`src/rtl/dma_seq_pkg.sv`:
```
package dma_seq_pkg;
  typedef enum logic {RUN_NORMAL = 1'b0, RUN_RING = 1'b1} run_mode_e;

  function automatic logic [2:0] unit_bytes(input logic wide);
    return wide ? 3'd2 : 3'd1;
  endfunction
endpackage

```
`src/rtl/dma_addr_unit.sv`:
```
module dma_addr_unit
  import dma_seq_pkg::*;
#(
  parameter int AW = 32
) (
  input  logic          clk,
  input  logic          rst,
  input  logic          wr_en,
  input  logic [AW-1:0] wr_data,
  input  logic          latch_start,
  input  logic          step_en,
  input  logic          inc,
  input  logic          wide,
  input  logic          wrap,
  output logic [AW-1:0] addr
);
  logic [AW-1:0] addr_q;
  logic [AW-1:0] start_q;
  logic [AW-1:0] step;

  assign step = AW'(unit_bytes(wide));

  always_ff @(posedge clk) begin
    if (rst) begin
      addr_q  <= '0;
      start_q <= '0;
    end else begin
      if (latch_start) start_q <= addr_q;
      if (wr_en) begin
        addr_q <= wr_data;
      end else if (step_en && inc) begin
        addr_q <= wrap ? start_q : addr_q + step;
      end
    end
  end

  assign addr = addr_q;

  AST_ADDR_STEP: assert property (@(posedge clk) disable iff (rst)
    (step_en && inc && !wrap && !wr_en) |=> (addr_q == $past(addr_q) + $past(step)));
  AST_ADDR_FIXED: assert property (@(posedge clk) disable iff (rst)
    (step_en && !inc && !wr_en) |=> $stable(addr_q));
  AST_RING_RETURN: assert property (@(posedge clk) disable iff (rst)
    (step_en && inc && wrap && !wr_en) |=> (addr_q == $past(start_q)));
endmodule

```
`src/rtl/dma_count_unit.sv`:
```
module dma_count_unit #(
  parameter int CW = 16
) (
  input  logic          clk,
  input  logic          rst,
  input  logic          wr_en,
  input  logic [CW-1:0] wr_data,
  input  logic          step_en,
  output logic [CW-1:0] count,
  output logic          at_zero
);
  logic [CW-1:0] count_q;

  always_ff @(posedge clk) begin
    if (rst) begin
      count_q <= '0;
    end else if (wr_en) begin
      count_q <= wr_data;
    end else if (step_en) begin
      count_q <= count_q - 1'b1;
    end
  end

  assign count   = count_q;
  assign at_zero = (count_q == '0);

  AST_COUNT_UNDERFLOW: assert property (@(posedge clk) disable iff (rst)
    (step_en && at_zero && !wr_en) |=> (count_q == {CW{1'b1}}));
endmodule

```
`src/rtl/dma_chan_ctrl.sv`:
```
module dma_chan_ctrl
  import dma_seq_pkg::*;
#(
  parameter int RING_LEN = 32
) (
  input  logic      clk,
  input  logic      rst,
  input  logic      en_set,
  input  logic      en_clr,
  input  logic      xfer_done,
  input  run_mode_e mode,
  input  logic      irq_mask,
  input  logic      irq_clr,
  input  logic      cnt_zero,
  output logic      enable,
  output logic      irq,
  output logic      xfer_ok,
  output logic      start,
  output logic      wrap
);
  localparam int IW = (RING_LEN > 1) ? $clog2(RING_LEN) : 1;
  localparam logic [IW-1:0] LAST_IDX = IW'(RING_LEN - 1);

  logic          en_q;
  logic          irq_q;
  logic [IW-1:0] idx_q;
  logic          done;

  assign xfer_ok = xfer_done && en_q;
  assign start   = en_set && !en_clr && !en_q;
  assign done    = xfer_ok && (mode == RUN_NORMAL) && cnt_zero;
  assign wrap    = xfer_ok && (mode == RUN_RING) && (idx_q == LAST_IDX);

  always_ff @(posedge clk) begin
    if (rst) begin
      en_q  <= 1'b0;
      irq_q <= 1'b0;
      idx_q <= '0;
    end else begin
      if (en_clr || done)  en_q <= 1'b0;
      else if (start)      en_q <= 1'b1;

      if (done && !irq_mask) irq_q <= 1'b1;
      else if (irq_clr)      irq_q <= 1'b0;

      if (start)        idx_q <= '0;
      else if (wrap)    idx_q <= '0;
      else if (xfer_ok) idx_q <= idx_q + 1'b1;
    end
  end

  assign enable = en_q;
  assign irq    = irq_q;

  AST_NORMAL_STOP: assert property (@(posedge clk) disable iff (rst)
    done |=> !en_q);
  AST_IRQ_STICKY_SET: assert property (@(posedge clk) disable iff (rst)
    (done && !irq_mask) |=> irq_q);
  AST_RING_NO_IRQ: assert property (@(posedge clk) disable iff (rst)
    (!irq_q && (mode == RUN_RING)) |=> !irq_q);
  AST_MASK_NO_IRQ: assert property (@(posedge clk) disable iff (rst)
    (!irq_q && irq_mask) |=> !irq_q);
  AST_CLR_WINS: assert property (@(posedge clk) disable iff (rst)
    en_clr |=> !en_q);
endmodule

```
`src/rtl/dma_chan_seq.sv`:
```
module dma_chan_seq
  import dma_seq_pkg::*;
#(
  parameter int AW       = 32,
  parameter int CW       = 16,
  parameter int RING_LEN = 32
) (
  input  logic          clk,
  input  logic          rst,
  input  logic          wr_src,
  input  logic          wr_dst,
  input  logic          wr_cnt,
  input  logic [AW-1:0] wr_data,
  input  logic          ring_mode,
  input  logic          src_inc,
  input  logic          dst_inc,
  input  logic          wide_unit,
  input  logic          irq_mask,
  input  logic          en_set,
  input  logic          en_clr,
  input  logic          irq_clr,
  input  logic          xfer_done,
  output logic [AW-1:0] src_addr,
  output logic [AW-1:0] dst_addr,
  output logic [CW-1:0] xfer_count,
  output logic          chan_enable,
  output logic          irq_req
);
  localparam int NPTR = 2;

  run_mode_e     mode;
  logic          en;
  logic          xfer_ok;
  logic          start;
  logic          wrap;
  logic          cnt_zero;
  logic [NPTR-1:0] ptr_wr;
  logic [NPTR-1:0] ptr_inc;
  logic [AW-1:0] ptr_addr [NPTR];

  assign mode    = run_mode_e'(ring_mode);
  assign ptr_wr  = {wr_dst && !en, wr_src && !en};
  assign ptr_inc = {dst_inc, src_inc};

  dma_chan_ctrl #(.RING_LEN(RING_LEN)) u_ctrl (
    .clk(clk), .rst(rst), .en_set(en_set), .en_clr(en_clr),
    .xfer_done(xfer_done), .mode(mode), .irq_mask(irq_mask),
    .irq_clr(irq_clr), .cnt_zero(cnt_zero), .enable(en), .irq(irq_req),
    .xfer_ok(xfer_ok), .start(start), .wrap(wrap)
  );

  for (genvar p = 0; p < NPTR; p++) begin : g_ptr
    dma_addr_unit #(.AW(AW)) u_addr (
      .clk(clk), .rst(rst), .wr_en(ptr_wr[p]), .wr_data(wr_data),
      .latch_start(start), .step_en(xfer_ok), .inc(ptr_inc[p]),
      .wide(wide_unit), .wrap(wrap), .addr(ptr_addr[p])
    );
  end

  dma_count_unit #(.CW(CW)) u_cnt (
    .clk(clk), .rst(rst), .wr_en(wr_cnt && !en), .wr_data(wr_data[CW-1:0]),
    .step_en(xfer_ok), .count(xfer_count), .at_zero(cnt_zero)
  );

  assign src_addr    = ptr_addr[0];
  assign dst_addr    = ptr_addr[1];
  assign chan_enable = en;

  AST_BUSY_WRITE_IGNORED: assert property (@(posedge clk) disable iff (rst)
    (chan_enable && !xfer_done && (wr_src || wr_dst || wr_cnt))
      |=> ($stable(src_addr) && $stable(dst_addr) && $stable(xfer_count)));
  AST_IDLE_HOLD: assert property (@(posedge clk) disable iff (rst)
    (!chan_enable && !wr_src && !wr_dst && !wr_cnt)
      |=> ($stable(src_addr) && $stable(dst_addr) && $stable(xfer_count)));
  AST_RING_KEEPS_EN: assert property (@(posedge clk) disable iff (rst)
    (chan_enable && ring_mode && !en_clr) |=> chan_enable);
endmodule

```
`config.mk`:
```
export PLATFORM = sky130hd
export DESIGN_NAME = dma_chan_seq
export DESIGN_NICKNAME = d
export VERILOG_FILES = /design/src/rtl/dma_seq_pkg.sv /design/src/rtl/dma_addr_unit.sv /design/src/rtl/dma_count_unit.sv /design/src/rtl/dma_chan_ctrl.sv /design/src/rtl/dma_chan_seq.sv
export SDC_FILE = /design/constraint.sdc
export NUM_CORES = 1
export LEC_CHECK = 0
export ABC_AREA = 1
export BUFFER_PORTS_ARGS = -buffer_cell sky130_fd_sc_hd__buf_2
export CORE_MARGIN = 2
export CORE_UTILIZATION = 30
export CTS_CLUSTER_SIZE = 40
export DETAILED_ROUTE_END_ITERATION = 16
export PLACE_DENSITY_LB_ADDON = 0.05
export SYNTH_ARGS = -nofsm -noshare
export SYNTH_HDL_FRONTEND = slang
export SYNTH_SLANG_ARGS = --single-unit
```
`constraint.sdc`:
```
create_clock -name clk -period 5.3 [get_ports clk]
set_clock_uncertainty 0.05 [all_clocks]
set_input_delay 0.265 -clock clk [delete_from_list [all_inputs] [get_ports clk]]
set_output_delay 0.265 -clock clk [all_outputs]
set_load 0.01 [all_outputs]
```
; ---- Word-level counts from Yosys, hierarchy flattened
; Cells that the tools add are included.
[word_totals]
word_cells = 49
in_bits = 46
reg_bits = 151
[classes]
n_reduce_logical = 24
eq_ne = 1
n_bitwise = 1
mux = 11
addsub = 4
[op_table]
columns = cell, count
row1 = 32-bit 2-to-1 mux, 6
row2 = 32-bit by 3-bit adder with 32-bit output, 2
row3 = 16-bit 2-to-1 mux, 2
row4 = 16-bit logical NOT, 1
row5 = 16-bit by 1-bit subtractor with 16-bit output (second input constant), 1
row6 = 1-bit logical AND, 13
row7 = 2-bit nonzero test, 4
row8 = 5-bit by 1-bit adder with 5-bit output (second input constant), 1
row9 = 5-bit equality test (second input constant), 1
row10 = 1-bit logical NOT, 3
row11 = 3-bit OR reduction, 1
row12 = 1-bit 2-to-1 mux, 2
row13 = 2-bit 2-to-1 mux, 1
row14 = 2-bit OR reduction, 1
row15 = 1-bit logical OR, 1
row16 = 1-bit inverter, 1

; ---- Depth between registers and ports, before layout
; Gate-level depths: netlist of run 1.
[logic_depth]
depth_word = 6
mapped_depth = 12
depth_no_buf = 12

; ---- Modules after synthesis
; A second synthesis of run 1 with hierarchy kept.
[unflattened]
cells_unflattened = 1350
hier_area_um2 = 8948.6
[modules_own_cells]
columns = module, cells_each, area_per_inst_um2, instances
row1 = dma_addr_unit at g_ptr[0].u_addr, 570, 3783.6, 1
row2 = dma_addr_unit at g_ptr[1].u_addr, 545, 3648.5, 1
row3 = dma_count_unit, 174, 1114.8, 1
row4 = dma_chan_ctrl, 55, 379.1, 1
row5 = dma_chan_seq, 6, 22.5, 1

; ---- Worst setup path after synthesis of run 1
; No wires, ideal clock.
[synth_path]
kind = input to register
start = input wide_unit
end = register g_ptr[1].u_addr.addr_q[20]
arrival_time_ns = 1.841
stages = 12
setup_slack_ns = 3.281
path_cell_list = inv_1 -> ha_1 -> inv_1 -> fa_1 -> nor2_4 -> nand2_2 -> nor2_2 -> nand2_1 -> nand2_1 -> nand3_1 -> a21oi_1 -> nor2_1
[synth_via]
elab_chain_cells = 5
[synth_lines]
columns = item, line
row1 = "start, declared", dma_chan_seq.sv:17  ; input logic wide_unit,
row2 = 2-bit 2-to-1 mux, dma_seq_pkg.sv:5  ; return wide ? 3'd2 : 3'd1;
row3 = 32-bit by 3-bit adder with 32-bit output, dma_addr_unit.sv:32  ; addr_q <= wrap ? start_q : addr_q + step;
row4 = 32-bit 2-to-1 mux, dma_addr_unit.sv:32
row5 = 32-bit 2-to-1 mux, dma_addr_unit.sv:31  ; end else if (step_en && inc) begin
row6 = 32-bit 2-to-1 mux, dma_addr_unit.sv:29  ; if (wr_en) begin
row7 = "end signal, assigned", dma_addr_unit.sv:30  ; addr_q <= wr_data;
row8 = "end signal, assigned", dma_addr_unit.sv:32
row9 = "end, declared", dma_addr_unit.sv:17  ; logic [AW-1:0] addr_q;
; No other way between the ends. The select of a mux whose other input is x is not followed.
; A chain may end at the register's enable or synchronous reset.

; ---- Worst setup path after layout of run 1
[layout_path]
start = register u_ctrl.idx_q[0]
end = register u_ctrl.idx_q[1]
[layout_via]
elab_chain_cells = 3
elab_cells_between_ends = 4
[layout_lines]
columns = item, line
row1 = "start, declared", dma_chan_ctrl.sv:26  ; logic [IW-1:0] idx_q;
row2 = "start signal, assigned", dma_chan_ctrl.sv:48  ; else if (xfer_ok) idx_q <= idx_q + 1'b1;
row3 = "parallel branches: the longest is 3 deep, another holds 5-bit by 1-bit adder with 5-bit output", n/a
; Parallel ways; which one is timed is not known.

==> results of run 1 <==
synthesized netlist by cell type (3+ instances only):
| library cell | n | area, µm² |
|---|---|---|
| o21ai_1 | 9 | 45.0 |
| nand3_1 | 84 | 420 |
| o221ai_1 | 3 | 26.3 |
| buf_4 | 4 | 30.0 |
| inv_2 | 3 | 11.3 |
| nor2_4 | 4 | 45.0 |
| o22ai_1 | 50 | 313 |
| nand2_2 | 10 | 62.6 |
| dfxtp_1 | 151 | 3020 |
| buf_2 | 22 | 110 |
| nor2_2 | 11 | 68.8 |
| nand2_1 | 303 | 1140 |
| nor2_1 | 129 | 484 |
| o21ai_0 | 97 | 485 |
| a21oi_1 | 193 | 966 |
| inv_1 | 236 | 886 |
| nand3b_1 | 3 | 22.5 |
| a31oi_1 | 22 | 138 |
| ha_1 | 8 | 100 |
| xor2_1 | 17 | 149 |
| clkbuf_1 | 33 | 124 |
| nand4_1 | 6 | 37.5 |
| or2_2 | 4 | 25.0 |
final cells by class:
type,count,area share [%]
multi-input combinational,966,45.0
sequential,151,29.2
timing repair buffer,134,6.64
clock buffer,18,4.14
tap,384,4.63
inverter,241,8.72
clock inverter,14,1.69
stage by stage:
step           hold WS (ns)  utilization [%]  area [µm²]  power (mW)  worst slack [ns]
3_5_place_dp          0.391             33.8        9770        1.74              2.53
2_1_floorplan         0.374                -        8860        1.57              3.28
4_1_cts              0.0267             35.9       10400        3.04              2.52
6_report             0.0371             35.9       10400        3.00              2.56
3_3_place_gp          0.387             33.8        9770        1.74              2.63
5_1_grt              0.0728             35.9       10400        3.15              2.34
flip-flops by register name (all words and copies together), names as in the netlist:
signal	cells
u_cnt.count	16
g_ptr.u_addr.addr	64
g_ptr.u_addr.start_q	64
u_ctrl.irq	1
u_ctrl.idx_q	5
u_ctrl.enable	1
worst reg2reg max path, stage by stage (launching register included):
cell	delay [ns]
dfxtp_1	0.34
ha_1	0.22
nand2_1	0.07
nor2_1	0.04
ha_1	0.17
nand2_1	0.18
nor2_4	0.04
buf_4	0.31
inv_2	0.12
buf_4	0.57
nand3_1	0.36
a21oi_1	0.20
kinds of logic after synthesis:
kind of cell | count (synthesis) | share of synthesized area [%]
and+or+nand+nor | 561 | 26.6
buffers and inverters | 303 | 13.4
DFF | 151 | 34.1
AOI/OAI and AO/OA | 377 | 22.5
xor gates and xnor gates | 18 | 1.78
adders and majority gates | 10 | 1.58
routing by layer:
layer / GRT usage (%) / part of all wire, % / up-vias
met3: 3.23 / 3.8 / 41
met2: 34.3 / 46 / 198
met1: 29.0 / 48 / 4281
met5: 0 / 0 / -
li1: - / - / 4762
met4: 6.99 / 2.5 / 0
power by group through the flow:
stage	clock [mW]	combinational (mW)	sequential, mW
global route	1.37	0.484	1.29
floorplan	0	0.269	1.30
detailed placement	0	0.430	1.31
global placement	0	0.428	1.31
finish	1.29	0.428	1.28
CTS	1.33	0.432	1.28
worst paths after layout:
| kind | to | start | depth (start not counted) | slack, ns |
|---|---|---|---|---|
| worst max-delay path | u_ctrl.idx_q[1] | u_ctrl.idx_q[0] | 11 | 2.56 |
| worst min-delay path | u_ctrl.irq | irq_clr | 4 | 0.04 |
| worst max register to register | u_ctrl.idx_q[1] | u_ctrl.idx_q[0] | 11 | 2.56 |
| worst min register to register | g_ptr[1].u_addr.start_q[1] | g_ptr[1].u_addr.start_q[1] | 2 | 0.40 |
==> summary.md, run 1 <==
| Metric | Value |
|---|---|
| Grt total ovfl | 0 |
| Most used flip-flop cell after synthesis | dfxtp_1 |
| Die Area | 0.0309 mm² |
| Endpoints failing hold | 0 |
| Root Buffer | clkbuf_16 |
| Share of layout cells above drive strength 1 | 13.3% |
| DP HPWL | 23700 µm |
| Seq/Total Area, Yosys | 34.1% |
| Lkg Pwr | 4.35 nW |
| Post-synth cell types | 36 |
| FILL cells | 3296 |
| # diodes | 0 |
| Post-CTS Hold Fix Bufs | 0 |
| Required @ worst endpoint | 5.61 ns |
| Commonest non-fill, non-tap cell in the layout | nand2_1 |
| H-tree levels | 4 |
| Vias per std cell | 4.86 |
| Largest net degree at the start of global routing | 93 |
| Total core area | 0.0289 mm² |
| I/O pin count | 128 |
| Buf/Inv on CP | 3 |
| ANT nets after route | 0 |
| Post-synth EDFFs | 0 |
| Post CTS Setup Buffer Count | 0 |
| Wirelength, routed | 33000 µm |
| Worst Tran Pin Value | 0.836 ns |
| Clock latency at the later pin of the worst-skew pair | 0.43 ns |
| CP arrival | 3.05 ns |
| Commonest non-fill, non-tap cells in the layout | nand2_1 (303), inv_1 (235), a21oi_1 (193), dfxtp_1 (151), nor2_1 (129) |
| Internal | 2.10 mW |
| Die W | 176 µm |
| Number of global-route vias before repair | 8667 |
| Hold WC Path Type | input pin to flip-flop |
| Buffers on Ports | 127 |
| Psw | 902 µW |
| Starting density of the core | 30.7% |
| FF/Latch Area | 0.00302 mm² |
| Post-Synthesis Net Count | 1476 |
| # setup viols final | 0 |
| Num Clock Sinks | 151 |
| Initial DRC count | 491 |
| Kind of end point of the critical path | flip-flop |
| Max Fclk | 365 MHz |
| Clock buffer depth | 2 |
| CP max stage delay | 0.57 ns |
| DRC | 0 |
| Layout area overhead | 17.0% |
| Maxcap violations | 0 |
| RSZ-0062 raised after global routing | false |
| Crit Path Category | flip-flop to flip-flop |
| Yosys warns | 0 |
| Outcome | completed |
| GRT Resource Usage Total | 21.3% |
| Logic pwr share | 14.3% |
| Pwr Density | 290 mW/mm² |
| GP Congestion | 0.878 |
| Setup_tns | 0 ns |
| Worst setup SP type | flip-flop |
| Num rows | 62 |
| Die H | 176 µm |
| Synthesized flop and latch total | 151 |
| Vias post-DR | 9282 |
| Max-slew headroom | 44.3% |
| Inserted Clock Buffers | 17 |
| Post_cts resized | 0 |
| Switching share of power | 30.0% |
| Final worst-path cycle share | 51.7% |
| Clock transition at path regs | 0.07 ns |
| Clk network pwr share | 43.1% |
| Gate Count Post-Synth | 1420 |
| Fin cells | 1908 |
| Mean Syn Cell Area | 6.24 µm² |
| First-pass GRT wire length | 50700 µm |
| Peak supply drop | 0.000195 V |
| Seq pwr share | 42.7% |
| DR WL/cell | 17.3 µm |
| Placed Cells | 1876 |
| Min Tclk post-route | 2.74 ns |
| Post-synth ARST share | 0% |
| CP max FO | 55 |
| Antenna violations before repair | 0 |
| Crit-path leading delay family | buffers and inverters |
| Slew Viols, Final | 0 |
| Multi-input gate area | 0.00467 mm² |
| Slowest cell on crit path | buf_4 |
| Cell Area, Synth | 0.00886 mm² |
| Cell Chain, Critical Path | ha_1, nand2_1, nor2_1, ha_1, nand2_1, nor2_4, buf_4, inv_2, buf_4, nand3_1, a21oi_1 |
| DRT Pass-1 Iters | 5 |
| TritonCTS clock tree | done |
| Nets@finish | 1567 |
Note: power is estimated with default switching activity, not from simulation.
==> run 2: changes to the inputs <==
==> constraint.sdc (replaced) <==
create_clock -name clk -period 2.5 [get_ports clk]
set_clock_uncertainty 0.05 [all_clocks]
set_input_delay 0.125 -clock clk [delete_from_list [all_inputs] [get_ports clk]]
set_output_delay 0.125 -clock clk [all_outputs]
set_load 0.01 [all_outputs]
==> run 2 against run 1 <==
Effect of this change:
- die area is the same
- sequential share of layout area fell by 1.1 points
- via count grew 2.9%
- clock power grew 110%
- register-to-register slack worse by 2.2 ns
- maximum frequency increased by 27%
- cell area is 3.7% higher
- combinational power is 130% higher
- cell count increased by 1.9%
- power increased by 110%
- critical endpoint is now g_ptr[1].u_addr.addr[15]
- core utilization rose by 1.3 points
- largest cell class unchanged
- hold slack got worse by 0.017 ns
==> summary.md, run 2 (synthesis results as in run 1) <==
| Metric | Value |
|---|---|
| RSZ-0062 raised after global routing | false (unchanged) |
| FF-to-FF Start | u_ctrl.idx_q[0] (unchanged) |
| Post-route cell area | 0.0108 mm² (was 0.0104 mm²) |
| Layout area overhead | 21.4% (was 17.0%) |
| Slew Viols, Final | 0 (unchanged) |
| # setup viols final | 0 (unchanged) |
| Root Buffer | clkbuf_16 (unchanged) |
| Hold Crit Depth | 3 (was 4) |
| Required @ worst endpoint | 2.75 ns (was 5.61 ns) |
| Vias post-DR | 9555 (was 9282) |
| CP max stage delay | 0.36 ns (was 0.57 ns) |
| DP HPWL | 24900 µm (was 23700 µm) |
| Pre-CTS setup slack | 0.238 ns (was 2.53 ns) |
| Num Clock Sinks | 151 (unchanged) |
| Worst Tran Pin Value | 0.698 ns (was 0.836 ns) |
| DRC | 0 (unchanged) |
| Seq pwr share | 42.2% (was 42.7%) |
| Logic pwr share | 15.1% (was 14.3%) |
| Max Fclk | 464 MHz (was 365 MHz) |
| Area post-placement | 0.00999 mm² (was 0.00977 mm²) |
| M1 GR Usage | 29.7% (was 29.0%) |
| Crit Path Category | flip-flop to flip-flop (unchanged) |
| Reg2Reg Depth | 11 (unchanged) |
| Die W | 176 µm (unchanged) |
| Inserted Clock Buffers | 17 (unchanged) |
| Largest net degree at the start of global routing | 78 (was 93) |
| Endpoints failing hold | 0 (unchanged) |
| DR WL/cell | 17.5 µm (was 17.3 µm) |
| Min Tclk post-route | 2.15 ns (was 2.74 ns) |
| TritonCTS clock tree | done (unchanged) |
| Num rows | 62 (unchanged) |
| Slowest cell on crit path | inv_2 (was buf_4) |
| Buf/Inv on CP | 2 (was 3) |
| Commonest non-fill, non-tap cell in the layout | nand2_1 (unchanged) |
| Initial DRC count | 559 (was 491) |
| First-pass GRT wire length | 52600 µm (was 50700 µm) |
| Max-slew headroom | 53.3% (was 44.3%) |
| Commonest non-fill, non-tap cells in the layout | nand2_1 (303), inv_1 (235), a21oi_1 (193), dfxtp_1 (151), nor2_1 (129) (unchanged) |
| Clock transition at path regs | 0.07 ns (about the same) |
| Hold Crit Endpoint | u_ctrl.enable (was u_ctrl.irq) |
| Setup_tns | 0 ns (unchanged) |
| CP arrival | 2.41 ns (was 3.05 ns) |
| GRT Resource Usage Total | 22.2% (was 21.3%) |
| Kind of end point of the critical path | flip-flop (unchanged) |
| Lkg Pwr | 4.55 nW (was 4.35 nW) |
| Total core area | 0.0289 mm² (unchanged) |
| Flop2flop setup slack | 0.35 ns (was 2.56 ns) |
| Worst setup SP type | flip-flop (unchanged) |
| Die Area | 0.0309 mm² (unchanged) |
| Switching share of power | 30.1% (was 30.0%) |
| Starting density of the core | 30.7% (unchanged) |
| Power after layout | 6.42 mW (was 3.00 mW) |
| Nets@finish | 1605 (was 1567) |
| I/O pin count | 128 (unchanged) |
| # diodes | 0 (unchanged) |
| Psw | 1.93 mW (was 902 µW) |
| Cell Chain, Critical Path | ha_1, nand2_1, nor2_1, ha_1, nand2_1, nor2_4, inv_2, buf_4, nand3_1, a21oi_1, nor2_1 (was ha_1, nand2_1, nor2_1, ha_1, nand2_1, nor2_4, buf_4, inv_2, buf_4, nand3_1, a21oi_1) |
| Share of layout cells above drive strength 1 | 14.3% (was 13.3%) |
| Grt met2 use | 37.0% (was 34.3%) |
| GR Util met3 | 3.74% (was 3.23%) |
| Post CTS Setup Buffer Count | 0 (unchanged) |
| Reg2Reg Capture Point | g_ptr[1].u_addr.addr[15] (was u_ctrl.idx_q[1]) |
| Die H | 176 µm (unchanged) |
| Grt peak-use layer | met2 (unchanged) |
| CP max FO | 18 (was 55) |
| Crit-path leading delay family | buffers and inverters (unchanged) |
| DRT Pass-1 Iters | 5 (unchanged) |
| Buffers on Ports | 127 (unchanged) |
| Hold WC Path Type | input pin to flip-flop (unchanged) |
| Outcome | completed (unchanged) |
| Final worst-path cycle share | 86.2% (was 51.7%) |
| Pwr Density | 596 mW/mm² (was 290 mW/mm²) |
| FILL cells | 3278 (was 3296) |
| Vias per std cell | 4.91 (was 4.86) |
| Worst hold path startpoint | en_set (was irq_clr) |
| Clk network pwr share | 42.6% (was 43.1%) |
| Post_cts resized | 0 (unchanged) |
| Antenna violations before repair | 1 (was 0) |
| Maxcap violations | 0 (unchanged) |
| Peak supply drop | 0.000368 V (was 0.000195 V) |
| Wirelength, routed | 34000 µm (was 33000 µm) |
| ANT nets after route | 0 (unchanged) |
| Number of global-route vias before repair | 8949 (was 8667) |
| Internal | 4.49 mW (was 2.10 mW) |
| GP Congestion | 0.859 (was 0.878) |
| Clock buffer depth | 2 (unchanged) |
| H-tree levels | 4 (unchanged) |
| Fin worst setup slack | 0.345 ns (was 2.56 ns) |
| Grt total ovfl | 0 (unchanged) |
| Clock latency at the later pin of the worst-skew pair | 0.43 ns (about the same) |
## run 2: cell count changes in the layout (fill, tap and decap cells not counted)
cell,change
clkinvlp_4,-1
clkinv_4,+1
buf_12,+5
buf_4,+16
dlygate4sd3_1,+17
clkbuf_1,-1
## run 2: timing repair
| item | CTS | global route |
|---|---|---|
| endpoints found under the hold margin | 23 | 0 |
| hold buffers | 17 | 0 |
| endpoints found under the setup margin | 0 | 0 |
## run 2: power groups by stage
| stage | Sequential [mW] | Clock [mW] | Combinational [mW] |
|---|---|---|---|
| finish | 2.71 | 2.73 | 0.972 |
| CTS | 2.71 | 2.81 | 0.976 |
| global route | 2.74 | 2.90 | 1.09 |
| global placement | 2.77 | 0 | 0.946 |
| detailed placement | 2.77 | 0 | 0.951 |
| floorplan | 2.75 | 0 | 0.571 |
## run 2: worst max-delay path by stage
stage / slack [ns] / endpoint / cells past startpoint / from
2_1_floorplan: 0.50 / g_ptr[1].u_addr.addr[20] / 11 / g_ptr[1].u_addr.addr[0]
3_3_place_gp: 0.28 / g_ptr[0].u_addr.addr[22] / 13 / wide_unit
3_5_place_dp: 0.24 / g_ptr[0].u_addr.addr[22] / 13 / wide_unit
4_1_cts: 0.34 / g_ptr[1].u_addr.addr[15] / 11 / u_ctrl.idx_q[0]
5_1_grt: 0.14 / g_ptr[0].u_addr.addr[22] / 11 / g_ptr[0].u_addr.addr[0]
6_report: 0.35 / g_ptr[1].u_addr.addr[15] / 11 / u_ctrl.idx_q[0]
## run 2: worst reg2reg max path: stages (launching register included)
cell and delay, ns:
dfxtp_1 0.34, ha_1 0.21, nand2_1 0.07, nor2_1 0.04, ha_1 0.19, nand2_1 0.19, nor2_4 0.06, inv_2 0.36
buf_4 0.26, nand3_1 0.09, a21oi_1 0.13, nor2_1 0.05
## run 2: per-layer routing
metal | share of wire [%] | up-vias
li1 | - | 4847
met1 | 47 | 4462
met2 | 47 | 212
met3 | 3.9 | 32
met4 | 1.7 | 2
met5 | 0.032 | -
## run 2: through the flow
stage | cells | utilization, % | hold slack (ns)
after floorplan | 1420 | - | 0.238
after global placement | 1897 | 34.6 | 0.331
after detailed placement | 1897 | 34.6 | 0.339
after CTS | 1945 | 37.3 | 0.000452
after global routing | 1945 | 37.3 | 0.0104
final | 1945 | 37.3 | 0.0200
## run 2: final cells by class
type | count | area [µm²] | share of cell area, %
tap | 384 | 480 | 4.47
sequential | 151 | 3020 | 28.1
timing repair buffer | 172 | 1080 | 10.0
clock buffer | 17 | 425 | 3.95
multi-input combinational | 966 | 4670 | 43.4
clock inverter | 14 | 176 | 1.64
inverter | 241 | 905 | 8.41
==> run 3: changes to the inputs <==
--- a/config.mk
+++ b/config.mk
@@ -11,7 +11,6 @@
 export CORE_UTILIZATION = 30
 export CTS_CLUSTER_SIZE = 40
 export DETAILED_ROUTE_END_ITERATION = 16
-export PLACE_DENSITY_LB_ADDON = 0.05
 export SYNTH_ARGS = -nofsm -noshare
 export SYNTH_HDL_FRONTEND = slang
 export SYNTH_SLANG_ARGS = --single-unit
==> run 3 against run 2 <==
Effect of this change:
- sequential share of layout area up 0.33 points
- first-iteration DRC count up 41%
- largest cell class unchanged
- non-clock buffer count down 16
- combinational power down 2.9%
- cell area down 1.2%
- worst setup slack better by 0.0066 ns
- highest routed layer is now met4
- cell count down 0.72%
- maximum frequency up 0.31%
- register-to-register slack about the same
- clock power up 1%
- core utilization down 0.44 points
- critical path type unchanged
==> summary.md, run 3 (synthesis results as in run 1) <==
| Metric | Value |
|---|---|
| GP Congestion | 0.896 (was 0.859) |
| Num rows | 62 (unchanged) |
| Required @ worst endpoint | 2.74 ns (was 2.75 ns) |
| Outcome | completed (unchanged) |
| FF-to-FF Start | g_ptr[1].u_addr.addr[0] (was u_ctrl.idx_q[0]) |
| CP max FO | 6 (was 18) |
| Largest net degree at the start of global routing | 130 (was 78) |
| # setup viols final | 0 (unchanged) |
| Crit Path Category | flip-flop to flip-flop (unchanged) |
| Share of layout cells above drive strength 1 | 13.5% (was 14.3%) |
| Worst Tran Pin Value | 1.00 ns (was 0.698 ns) |
| Vias post-DR | 9549 (was 9555) |
| Hold Slack | 0.0148 ns (was 0.0200 ns) |
| Nets@finish | 1589 (was 1605) |
| Clock latency at the later pin of the worst-skew pair | 0.43 ns (about the same) |
| Buffers on Ports | 127 (unchanged) |
| First-pass GRT wire length | 48900 µm (was 52600 µm) |
| Reg2Reg Depth | 11 (unchanged) |
| FILL cells | 3174 (was 3278) |
| Max-slew headroom | 33.3% (was 53.3%) |
| Post-route cell area | 0.0106 mm² (was 0.0108 mm²) |
| DP HPWL | 22200 µm (was 24900 µm) |
| Peak supply drop | 0.000395 V (was 0.000368 V) |
| Flop2flop setup slack | 0.35 ns (about the same) |
| Initial DRC count | 787 (was 559) |
| Vias per std cell | 4.95 (was 4.91) |
| Starting density of the core | 30.7% (unchanged) |
| Max Fclk | 465 MHz (was 464 MHz) |
| Reg2Reg Capture Point | g_ptr[1].u_addr.addr[20] (was g_ptr[1].u_addr.addr[15]) |
| Hold WC Path Type | input pin to flip-flop (unchanged) |
| Area post-placement | 0.00986 mm² (was 0.00999 mm²) |
| ANT nets after route | 0 (unchanged) |
| CP most frequent cell | nand2_1 |
| Setup_tns | 0 ns (unchanged) |
| Worst setup SP type | flip-flop (unchanged) |
| Die W | 176 µm (unchanged) |
| RSZ-0062 raised after global routing | false (unchanged) |
| Lkg Pwr | 4.48 nW (was 4.55 nW) |
| Cell Chain, Critical Path | ha_1, inv_1, fa_1, nor2_4, nand2_2, nor2_2, nand2_1, nand2_1, nand3_1, a21oi_1, nor2_1 (was ha_1, nand2_1, nor2_1, ha_1, nand2_1, nor2_4, inv_2, buf_4, nand3_1, a21oi_1, nor2_1) |
| Number of global-route vias before repair | 8661 (was 8949) |
| DRC | 0 (unchanged) |
| Post CTS Setup Buffer Count | 0 (unchanged) |
| Antenna violations before repair | 1 (unchanged) |
| Buf/Inv on CP | 1 (was 2) |
| CP max stage delay | 0.46 ns (was 0.36 ns) |
| Root Buffer | clkbuf_16 (unchanged) |
| Hold Crit Depth | 3 (unchanged) |
| DRT Pass-1 Iters | 7 (was 5) |
| Commonest non-fill, non-tap cell in the layout | nand2_1 (unchanged) |
| I/O pin count | 128 (unchanged) |
| Slowest cell on crit path | fa_1 (was inv_2) |
| Layout area overhead | 20.0% (was 21.4%) |
| Die H | 176 µm (unchanged) |
| Hold Crit Endpoint | g_ptr[1].u_addr.addr[12] (was u_ctrl.enable) |
| H-tree levels | 4 (unchanged) |
| Min Tclk post-route | 2.15 ns (about the same) |
| Crit-path leading delay family | simple AND/OR/NAND/NOR gates (was buffers and inverters) |
| DR WL/cell | 16.3 µm (was 17.5 µm) |
| Worst hold path startpoint | wr_data[12] (was en_set) |
| Fin worst setup slack | 0.352 ns (was 0.345 ns) |
| Pre-CTS setup slack | 0.241 ns (was 0.238 ns) |
| Clock buffer depth | 2 (unchanged) |
| Wirelength, routed | 31400 µm (was 34000 µm) |
| GRT Resource Usage Total | 20.2% (was 22.2%) |
| Clock transition at path regs | 0.07 ns (about the same) |
| Final worst-path cycle share | 85.9% (was 86.2%) |
| Endpoints failing hold | 0 (unchanged) |
| Slew Viols, Final | 0 (unchanged) |
| Grt total ovfl | 0 (unchanged) |
| Commonest non-fill, non-tap cells in the layout | nand2_1 (303), inv_1 (235), a21oi_1 (193), dfxtp_1 (151), nor2_1 (129) (unchanged) |
| Inserted Clock Buffers | 17 (unchanged) |
| Maxcap violations | 0 (unchanged) |
| Kind of end point of the critical path | flip-flop (unchanged) |
| Total core area | 0.0289 mm² (unchanged) |
| TritonCTS clock tree | done (unchanged) |
| Pwr Density | 605 mW/mm² (was 596 mW/mm²) |
| Num Clock Sinks | 151 (unchanged) |
| CP arrival | 2.39 ns (was 2.41 ns) |
| Power after layout | 6.43 mW (was 6.42 mW) |
| Die Area | 0.0309 mm² (unchanged) |
-- run 3: timing repair --
action | 4_1_cts | 5_1_grt
gates resized for setup | 0 | 0
hold buffers | 15 | 0
endpoints found under the hold margin | 18 | 0
endpoints found under the setup margin | 0 | 0
-- run 3: cell type report --
class | instances | area (µm²) | area share (%)
antenna | 1 | 2.50 | 0.0235
clock buffer | 20 | 447 | 4.20
clock inverter | 12 | 176 | 1.66
inverter | 241 | 905 | 8.51
multi-input combinational | 966 | 4670 | 43.9
sequential | 151 | 3020 | 28.4
tap | 384 | 480 | 4.52
timing repair buffer | 156 | 928 | 8.73
-- run 3: per-stage QoR --
stage               instances  util, %
global route             1931     36.8
finish                   1931     36.8
detailed placement       1883     34.2
CTS                      1930     36.8
global placement         1883     34.2
floorplan                1420        -
-- run 3: worst max path at each step --
stage / from / endpoint / cells past startpoint / slack [ns]
after CTS: g_ptr[1].u_addr.addr[0] / g_ptr[1].u_addr.addr[20] / 11 / 0.35
final: g_ptr[1].u_addr.addr[0] / g_ptr[1].u_addr.addr[20] / 11 / 0.35
after global routing: g_ptr[1].u_addr.addr[0] / g_ptr[1].u_addr.addr[20] / 11 / 0.17
after floorplan: g_ptr[1].u_addr.addr[0] / g_ptr[1].u_addr.addr[20] / 11 / 0.50
after global placement: wide_unit / g_ptr[0].u_addr.addr[22] / 13 / 0.27
after detailed placement: wide_unit / g_ptr[1].u_addr.addr[20] / 13 / 0.24
-- run 3: worst min-delay path: stages --
cell	delay, ns
buf_2	0.11
nand2_1	0.10
a31oi_1	0.09
-- run 3: where the power goes --
group | switching [mW] | total [mW] | internal (mW)
sequential | 0.156 | 2.72 | 2.56
combinational | 0.607 | 0.944 | 0.336
clock | 1.07 | 2.77 | 1.70
-- run 3: routing by layer --
metal  part of all wire, %  routed length [µm]  track usage (%)
met1                    47               14700             28.0
met2                    45               14300             32.3
met3                   5.0                1580             2.92
met4                   2.6                 803             6.68
met5                     0                   0                0
